`src/rtl/icw_pkg.sv`:
```
package icw_pkg;
  localparam int WORD_W  = 16;
  localparam int ACK_BIT = 14;
  localparam int CTRL_W  = 9;

  typedef enum logic [1:0] {ST_HUNT, ST_ACKING, ST_DONE} neg_state_e;

  typedef struct packed {
    logic       spd_follow;
    logic [1:0] speed;
    logic       duplex;
    logic       link;
    logic       phy_side;
    logic       sgmii;
    logic       rsvd;
    logic       hw_sel;
  } ctrl_t;

  localparam logic [CTRL_W-1:0] CTRL_RST = 9'h004;
  localparam logic [WORD_W-1:0] ADV_RST  = 16'h0020;
  localparam logic [WORD_W-1:0] ACK_MASK = WORD_W'(1) << ACK_BIT;

  function automatic logic word_ok(input logic [WORD_W-1:0] w, input logic sgmii);
    if (!sgmii) return 1'b1;
    return w[0] && (w[11:10] != 2'b11);
  endfunction
endpackage

```
`src/rtl/icw_rx_track.sv`:
```
module icw_rx_track
  import icw_pkg::*;
#(
  parameter int MATCH_N = 3,
  parameter int ACK_N   = 3,
  parameter int TMO_W   = 16
) (
  input  logic              clk_i,
  input  logic              rst_ni,
  input  logic              restart_i,
  input  logic              sgmii_i,
  input  logic [WORD_W-1:0] rx_word_i,
  input  logic              rx_valid_i,
  input  logic [TMO_W-1:0]  timeout_i,
  output neg_state_e        state_o,
  output logic [WORD_W-1:0] acc_word_o
);
  localparam int CNT_W = $clog2(MATCH_N + ACK_N + 1);

  neg_state_e        st_q;
  logic [CNT_W-1:0]  hit_q, ackc_q;
  logic [WORD_W-1:0] cand_q, acc_q;
  logic [TMO_W-1:0]  idle_q;

  logic ok, same_cand, same_acc, tmo_hit;
  assign ok        = word_ok(rx_word_i, sgmii_i);
  assign same_cand = (rx_word_i & ~ACK_MASK) == (cand_q & ~ACK_MASK);
  assign same_acc  = (rx_word_i & ~ACK_MASK) == acc_q;
  assign tmo_hit   = !rx_valid_i && (timeout_i != '0) && (idle_q == timeout_i - 1'b1);

  always_ff @(posedge clk_i or negedge rst_ni) begin
    if (!rst_ni) begin
      st_q   <= ST_HUNT;
      hit_q  <= '0;
      ackc_q <= '0;
      cand_q <= '0;
      acc_q  <= '0;
      idle_q <= '0;
    end else begin
      idle_q <= (rx_valid_i || tmo_hit) ? '0 : idle_q + 1'b1;
      if (restart_i || tmo_hit) begin
        st_q   <= ST_HUNT;
        hit_q  <= '0;
        ackc_q <= '0;
        acc_q  <= '0;
      end else if (rx_valid_i) begin
        unique case (st_q)
          ST_HUNT: begin
            if (!ok) begin
              hit_q <= '0;
            end else if (hit_q != '0 && same_cand) begin
              if (hit_q == CNT_W'(MATCH_N - 1)) begin
                st_q   <= ST_ACKING;
                acc_q  <= rx_word_i & ~ACK_MASK;
                ackc_q <= '0;
                hit_q  <= '0;
              end else begin
                hit_q <= hit_q + 1'b1;
              end
            end else begin
              cand_q <= rx_word_i;
              hit_q  <= CNT_W'(1);
            end
          end
          ST_ACKING: begin
            if (!ok || !same_acc) begin
              st_q   <= ST_HUNT;
              hit_q  <= '0;
              ackc_q <= '0;
              acc_q  <= '0;
            end else if (rx_word_i[ACK_BIT]) begin
              if (ackc_q == CNT_W'(ACK_N - 1)) st_q <= ST_DONE;
              else ackc_q <= ackc_q + 1'b1;
            end else begin
              ackc_q <= '0;
            end
          end
          default: begin
            if (!ok || !same_acc) begin
              st_q   <= ST_HUNT;
              hit_q  <= '0;
              ackc_q <= '0;
              acc_q  <= '0;
            end
          end
        endcase
      end
    end
  end

  assign state_o    = st_q;
  assign acc_word_o = acc_q;

  // acceptance only from hunting on a strobed word
  a_r9_accept_from_hunt: assert property (@(posedge clk_i) disable iff (!rst_ni)
    (st_q == ST_ACKING && $past(st_q) != ST_ACKING) |-> ($past(st_q) == ST_HUNT && $past(rx_valid_i)));
  // completion needs an acknowledged word
  a_r10_done_on_ack: assert property (@(posedge clk_i) disable iff (!rst_ni)
    (st_q == ST_DONE && $past(st_q) != ST_DONE) |-> ($past(st_q) == ST_ACKING && $past(rx_word_i[ACK_BIT])));
  // a bad word after acceptance restarts
  a_r12_bad_word_restarts: assert property (@(posedge clk_i) disable iff (!rst_ni)
    (st_q != ST_HUNT && rx_valid_i && !ok) |=> st_q == ST_HUNT);
  // timeout restarts
  a_r13_timeout_restarts: assert property (@(posedge clk_i) disable iff (!rst_ni)
    tmo_hit |=> st_q == ST_HUNT);
endmodule

```
`src/rtl/icw_tx_enc.sv`:
```
module icw_tx_enc
  import icw_pkg::*;
(
  input  ctrl_t             ctrl_i,
  input  logic [WORD_W-1:0] adv_i,
  input  logic              loc_link_i,
  input  logic              loc_duplex_i,
  input  logic [1:0]        loc_speed_i,
  input  logic              ack_i,
  output logic [WORD_W-1:0] tx_word_o
);
  always_comb begin
    if (!ctrl_i.sgmii) begin
      tx_word_o          = adv_i;
      tx_word_o[ACK_BIT] = ack_i;
    end else if (ctrl_i.phy_side) begin
      tx_word_o = {loc_link_i, ack_i, 1'b0, loc_duplex_i, loc_speed_i, 9'b0, 1'b1};
    end else begin
      tx_word_o = {1'b0, ack_i, 13'b0, 1'b1};
    end
  end
endmodule

```
`src/rtl/icw_resolve.sv`:
```
module icw_resolve
  import icw_pkg::*;
(
  input  ctrl_t             ctrl_i,
  input  logic [WORD_W-1:0] adv_i,
  input  logic [WORD_W-1:0] acc_i,
  input  logic              done_i,
  input  logic              loc_link_i,
  input  logic              loc_duplex_i,
  input  logic [1:0]        loc_speed_i,
  output logic              link_o,
  output logic [1:0]        speed_o,
  output logic              duplex_o
);
  always_comb begin
    if (!ctrl_i.sgmii) begin
      link_o   = done_i;
      speed_o  = 2'b10;
      duplex_o = done_i && adv_i[5] && acc_i[5];
    end else if (ctrl_i.phy_side) begin
      link_o   = done_i && loc_link_i;
      speed_o  = loc_speed_i;
      duplex_o = loc_duplex_i;
    end else begin
      link_o   = done_i && acc_i[15];
      speed_o  = (ctrl_i.spd_follow && done_i) ? acc_i[11:10] : ctrl_i.speed;
      duplex_o = done_i ? acc_i[12] : ctrl_i.duplex;
    end
  end
endmodule

```
`src/rtl/icw_top.sv`:
```
module icw_top
  import icw_pkg::*;
#(
  parameter int MATCH_N = 3,
  parameter int ACK_N   = 3,
  parameter int TMO_W   = 16
) (
  input  logic              clk_i,
  input  logic              rst_ni,
  input  logic              ctrl_we_i,
  input  logic [CTRL_W-1:0] ctrl_wdata_i,
  input  logic              adv_we_i,
  input  logic [WORD_W-1:0] adv_wdata_i,
  input  logic              hw_link_i,
  input  logic              hw_duplex_i,
  input  logic [1:0]        hw_speed_i,
  input  logic [WORD_W-1:0] rx_word_i,
  input  logic              rx_valid_i,
  input  logic [TMO_W-1:0]  timeout_i,
  output logic [WORD_W-1:0] tx_word_o,
  output logic              link_o,
  output logic [1:0]        speed_o,
  output logic              duplex_o,
  output logic              an_done_o
);
  ctrl_t             ctrl_q;
  logic [WORD_W-1:0] adv_q, acc_w;
  neg_state_e        st_w;
  logic              loc_link, loc_duplex, done;
  logic [1:0]        loc_speed;

  always_ff @(posedge clk_i or negedge rst_ni) begin
    if (!rst_ni) begin
      ctrl_q <= ctrl_t'(CTRL_RST);
      adv_q  <= ADV_RST;
    end else begin
      if (ctrl_we_i) ctrl_q <= ctrl_t'(ctrl_wdata_i);
      if (adv_we_i)  adv_q  <= adv_wdata_i;
    end
  end

  assign loc_link   = ctrl_q.hw_sel ? hw_link_i   : ctrl_q.link;
  assign loc_duplex = ctrl_q.hw_sel ? hw_duplex_i : ctrl_q.duplex;
  assign loc_speed  = ctrl_q.hw_sel ? hw_speed_i  : ctrl_q.speed;

  icw_rx_track #(.MATCH_N(MATCH_N), .ACK_N(ACK_N), .TMO_W(TMO_W)) u_track (
    .clk_i, .rst_ni,
    .restart_i  (ctrl_we_i),
    .sgmii_i    (ctrl_q.sgmii),
    .rx_word_i, .rx_valid_i, .timeout_i,
    .state_o    (st_w),
    .acc_word_o (acc_w)
  );

  assign done = (st_w == ST_DONE);

  icw_tx_enc u_enc (
    .ctrl_i       (ctrl_q),
    .adv_i        (adv_q),
    .loc_link_i   (loc_link),
    .loc_duplex_i (loc_duplex),
    .loc_speed_i  (loc_speed),
    .ack_i        (st_w != ST_HUNT),
    .tx_word_o
  );

  icw_resolve u_res (
    .ctrl_i       (ctrl_q),
    .adv_i        (adv_q),
    .acc_i        (acc_w),
    .done_i       (done),
    .loc_link_i   (loc_link),
    .loc_duplex_i (loc_duplex),
    .loc_speed_i  (loc_speed),
    .link_o, .speed_o, .duplex_o
  );

  assign an_done_o = done;

  // every SGMII word ends in a one
  a_r2_sgmii_bit0: assert property (@(posedge clk_i) disable iff (!rst_ni)
    ctrl_q.sgmii |-> tx_word_o[0]);
  // 1000BASE-X speed pinned at 1000
  a_r6_x_speed_fixed: assert property (@(posedge clk_i) disable iff (!rst_ni)
    !ctrl_q.sgmii |-> speed_o == 2'b10);
  // a completed exchange keeps acknowledging
  a_r10_done_acks: assert property (@(posedge clk_i) disable iff (!rst_ni)
    an_done_o |-> tx_word_o[ACK_BIT]);
  // no link without completion
  a_r12_link_needs_done: assert property (@(posedge clk_i) disable iff (!rst_ni)
    link_o |-> an_done_o);
  // a control write drops completion
  a_r14_write_restarts: assert property (@(posedge clk_i) disable iff (!rst_ni)
    ctrl_we_i |=> !an_done_o);
endmodule

```
`config.mk`:
```
export PLATFORM = sky130hd
export DESIGN_NAME = icw_top
export DESIGN_NICKNAME = d
export VERILOG_FILES = /design/src/rtl/icw_pkg.sv /design/src/rtl/icw_rx_track.sv /design/src/rtl/icw_tx_enc.sv /design/src/rtl/icw_resolve.sv /design/src/rtl/icw_top.sv
export SDC_FILE = /design/constraint.sdc
export NUM_CORES = 1
export LEC_CHECK = 0
export BUFFER_PORTS_ARGS = -buffer_cell sky130_fd_sc_hd__clkbuf_2
export CORE_MARGIN = 10
export CORE_UTILIZATION = 25
export DETAILED_ROUTE_END_ITERATION = 16
export PLACE_DENSITY_LB_ADDON = 0.1
export REMOVE_ABC_BUFFERS = 1
export SETUP_SLACK_MARGIN = 0.15
export SYNTH_ARGS = -nofsm -noshare
export SYNTH_HDL_FRONTEND = slang
export SYNTH_SLANG_ARGS = --single-unit
```
`constraint.sdc`:
```
create_clock -name clk_i -period 3.35 [get_ports clk_i]
set_input_delay 0.335 -clock clk_i [delete_from_list [all_inputs] [get_ports clk_i]]
set_output_delay 0.335 -clock clk_i [all_outputs]
set_load 0.005 [all_outputs]
```
==> impl_metrics.tcl <==
set metrics [dict create \
    run_status "finished with violations" \
    violations "negative hold slack" \
    crit_path_max_incr_delay_ns 0.52 \
    antenna_found_initial 0 \
    synth_top_area_share_pct 40.7 \
    fin_worst_skew_ns 0.00953 \
    max-cap-violations 0 \
    hold_viol 1 \
    worstSetupPathType "flip-flop to flip-flop" \
    postCtsSetupBuffers 0 \
    grt_pass1_wl_mm 20.8 \
    avgRoutedWirePerCell_um 16.0 \
    synth_seq_cells 77 \
    setup_viol 0 \
    tritoncts "built" \
    slowest_stage "or4_1" \
    busiest_layer "met2" \
    use_met3_pct 2.51 \
    synth_commonest_cells "dfrtp_1 (75), nand2_1 (42), xor2_1 (41)" \
    final_util_pct 31.3 \
    rsz0062_at_grt "false" \
    num-fill-cells 1920 \
    via_count 3779 \
    ant_nets 0 \
    path_clk_slew_ns 0.06 \
    dp_hpwl_mm 9.29 \
    layout.nets 620 \
    row_count 49 \
    ios 87 \
    place_ws_ns 0.614 \
    power.total_uw 2460 \
    core_area_mm2 0.0180 \
    async_flop_share_pct 100 \
    cp_data_arrival_time_ns 2.75 \
    grt-ovfl-total 0 \
    drive_gt1_share_pct 30.1 \
    numCtsBuffers 9 \
    grt_use_met1_pct 13.7 \
    synthDistinctLibCells 56 \
    cts_root_buf "clkbuf_16" \
    diodes 0 \
    cp_num_buf_inv 0 \
    stdcell_count 783 \
    syn_inst 466 \
    ys.flop_type "dfrtp_1" \
    relSlewSlack_pct 59.0 \
    clk_latency_ns 0.34 \
    finalWirelength_mm 12.6 \
    h-tree-depth 3 \
    crit_path_start_kind "flip-flop" \
    area_delta_synth_final_pct 22.4 \
    syn_area_per_cell_um2 9.89 \
    fin_crit_sh_pct 74.4 \
    p_leak_uw 0.00242 \
    use_met2_pct 16.9 \
    die_h_um 156 \
    ctsHoldBuffers 0 \
    synth_top_cell_by_area "dfrtp_1" \
    ys_seq_area_share_pct 41.9 \
    timing.fmax_ghz 0.401 \
    hold_class "input pin to async pin" \
    required_ns 3.60 \
    synthesis.area_mm2 0.00461 \
    layout_setup_ws_ns 0.856 \
    viasPerCell 4.83 \
    p_per_area_mw_per_mm2 437 \
    tightest_slew_ns 0.615 \
    crit_family "simple AND/OR/NAND/NOR gates" \
    crit_top_cell "or4_1" \
    grt_use_total_pct 10.6 \
    critPathLaunch "u_track.acc_word_o[6]$_DFFE_PN0P_" \
    gp_congestion 0.765 \
    die-width_um 156 \
    place_inst 767 \
    dr.pass1.iters 4 \
    clockBufferDepth 2 \
    cp-end-kind "flip-flop" \
    grt_pass1_vias 3929 \
    initial_utilization_pct 25.6 \
    drt_iter0_drc 138 \
    cts.sinks 77 \
    synth_edf_count 0 \
    yosysWarningCount 0 \
    synth_most_common_cell "dfrtp_1" \
    reg2reg_from "u_track.acc_word_o[6]$_DFFE_PN0P_" \
    die_area_mm2 0.0243 \
    drc 0 \
    peakVddDrop_mv 0.188 \
    cts_resized 0 \
    final_max_slew_viol_count 0 \
    synth_area_leaders "dfrtp_1 (41%), mux2_2 (8.6%), xor2_1 (7.8%)" \
    timing.final.crit_period_ns 2.49 \
    grt_max_degree 47 \
    crit_path_max_fanout 6 \
    port_buffers 84 \
    path_cells "xor2_1 -> nor4_1 -> nand4_1 -> or4_1 -> or4_1 -> a211oi_1" \
    holdWs_ns -0.00320 \
]
where the power goes:
group          switching, uW  internal (uW)  leakage, uW
Combinational            173            172      0.00128
Sequential              54.9           1000     0.000987
Clock                    409            656     0.000160
Total                    636           1830      0.00242
kinds of logic (layout without fill, tap and decap cells):
kind of cell | Yosys count | count (layout) | synth area share [%]
AOI/OAI and AO/OA | 91 | 91 | 13.1
adders and majority gates | 5 | 5 | 1.36
and+or+nand+nor | 154 | 154 | 18.8
muxes | 42 | 42 | 10.1
buffers and inverters | 38 | 126 | 3.61
DFF | 77 | 77 | 41.9
xor gates and xnor gates | 59 | 59 | 11.2
state kept, by name, summed over array words and instances, names as in the netlist:
signal / flops
u_track.hit_q: 3
ctrl_q: 8
u_track.acc_word_o: 15
u_track.ackc_q: 3
adv_q: 15
u_track.idle_q: 16
u_track.cand_q: 15
u_track.state_o: 2
final timing paths:
check                                                endpoint  slack, ns  cells after the start
worst min register to register           adv_q[6]$_DFFE_PN0P_       0.50                      1
worst max register to register  u_track.ackc_q[1]$_DFFE_PN0P_       0.86                      6
min in group clk_i                      adv_q[15]$_DFFE_PN0P_       0.20                      3
worst max-delay path            u_track.ackc_q[1]$_DFFE_PN0P_       0.86                      6
worst min-delay path                     adv_q[7]$_DFFE_PN0P_     -0.003                      1
max in group asynchronous        u_track.idle_q[14]$_DFF_PN0_       2.64                      2
layout make-up:
type                            count  area [um2]  area share (%)
Tap cell                          229         287            5.08
Timing Repair Buffer               96         526            9.32
Clock buffer                        9         225            3.99
Inverter                           14        52.6           0.932
Sequential cell                    77        1930            34.2
Multi-Input combinational cell    351        2520            44.7
Clock inverter                      7         100            1.77
cell usage in the layout, fill, tap and decap left out, drive strengths merged, types with 3 or more instances in the layout:
cell type	instances
nor2b	14
dfrtp	75
or3	5
xor2	41
and3	6
o22ai	6
o21ai	30
mux2	35
o311ai	3
nand3	9
buf	13
nor4	13
clkinv	5
o211ai	3
mux2i	7
xnor2	18
nand3b	3
a211oi	20
a21oi	7
nand2	42
o31ai	8
nand2b	3
inv	14
or4	6
nor3	26
ha	5
clkbuf	92
or2	3
nor2	14
per-layer routing:
layer  vias up  share of wire, %  wire length, um
li1       1852                 -                -
met1      1833                46             5760
met2        80                48             5980
met3        14               4.5              563
met4         0               2.0              253
met5         -                 0                0
worst register-to-register path: stages (launching register included):
cell and delay, ns:
dfrtp_1 0.39, xor2_1 0.15, nor4_1 0.40, nand4_1 0.31, or4_1 0.52, or4_1 0.40
a211oi_1 0.23
stage by stage:
step	setup TNS, ns	cell area (um2)
2_1_floorplan	-18.30	4490
3_3_place_gp	0	5320
3_5_place_dp	0	5320
4_1_cts	0	5640
5_1_grt	0	5640
6_report	0	5640
Note: power is estimated with default switching activity, not from simulation.
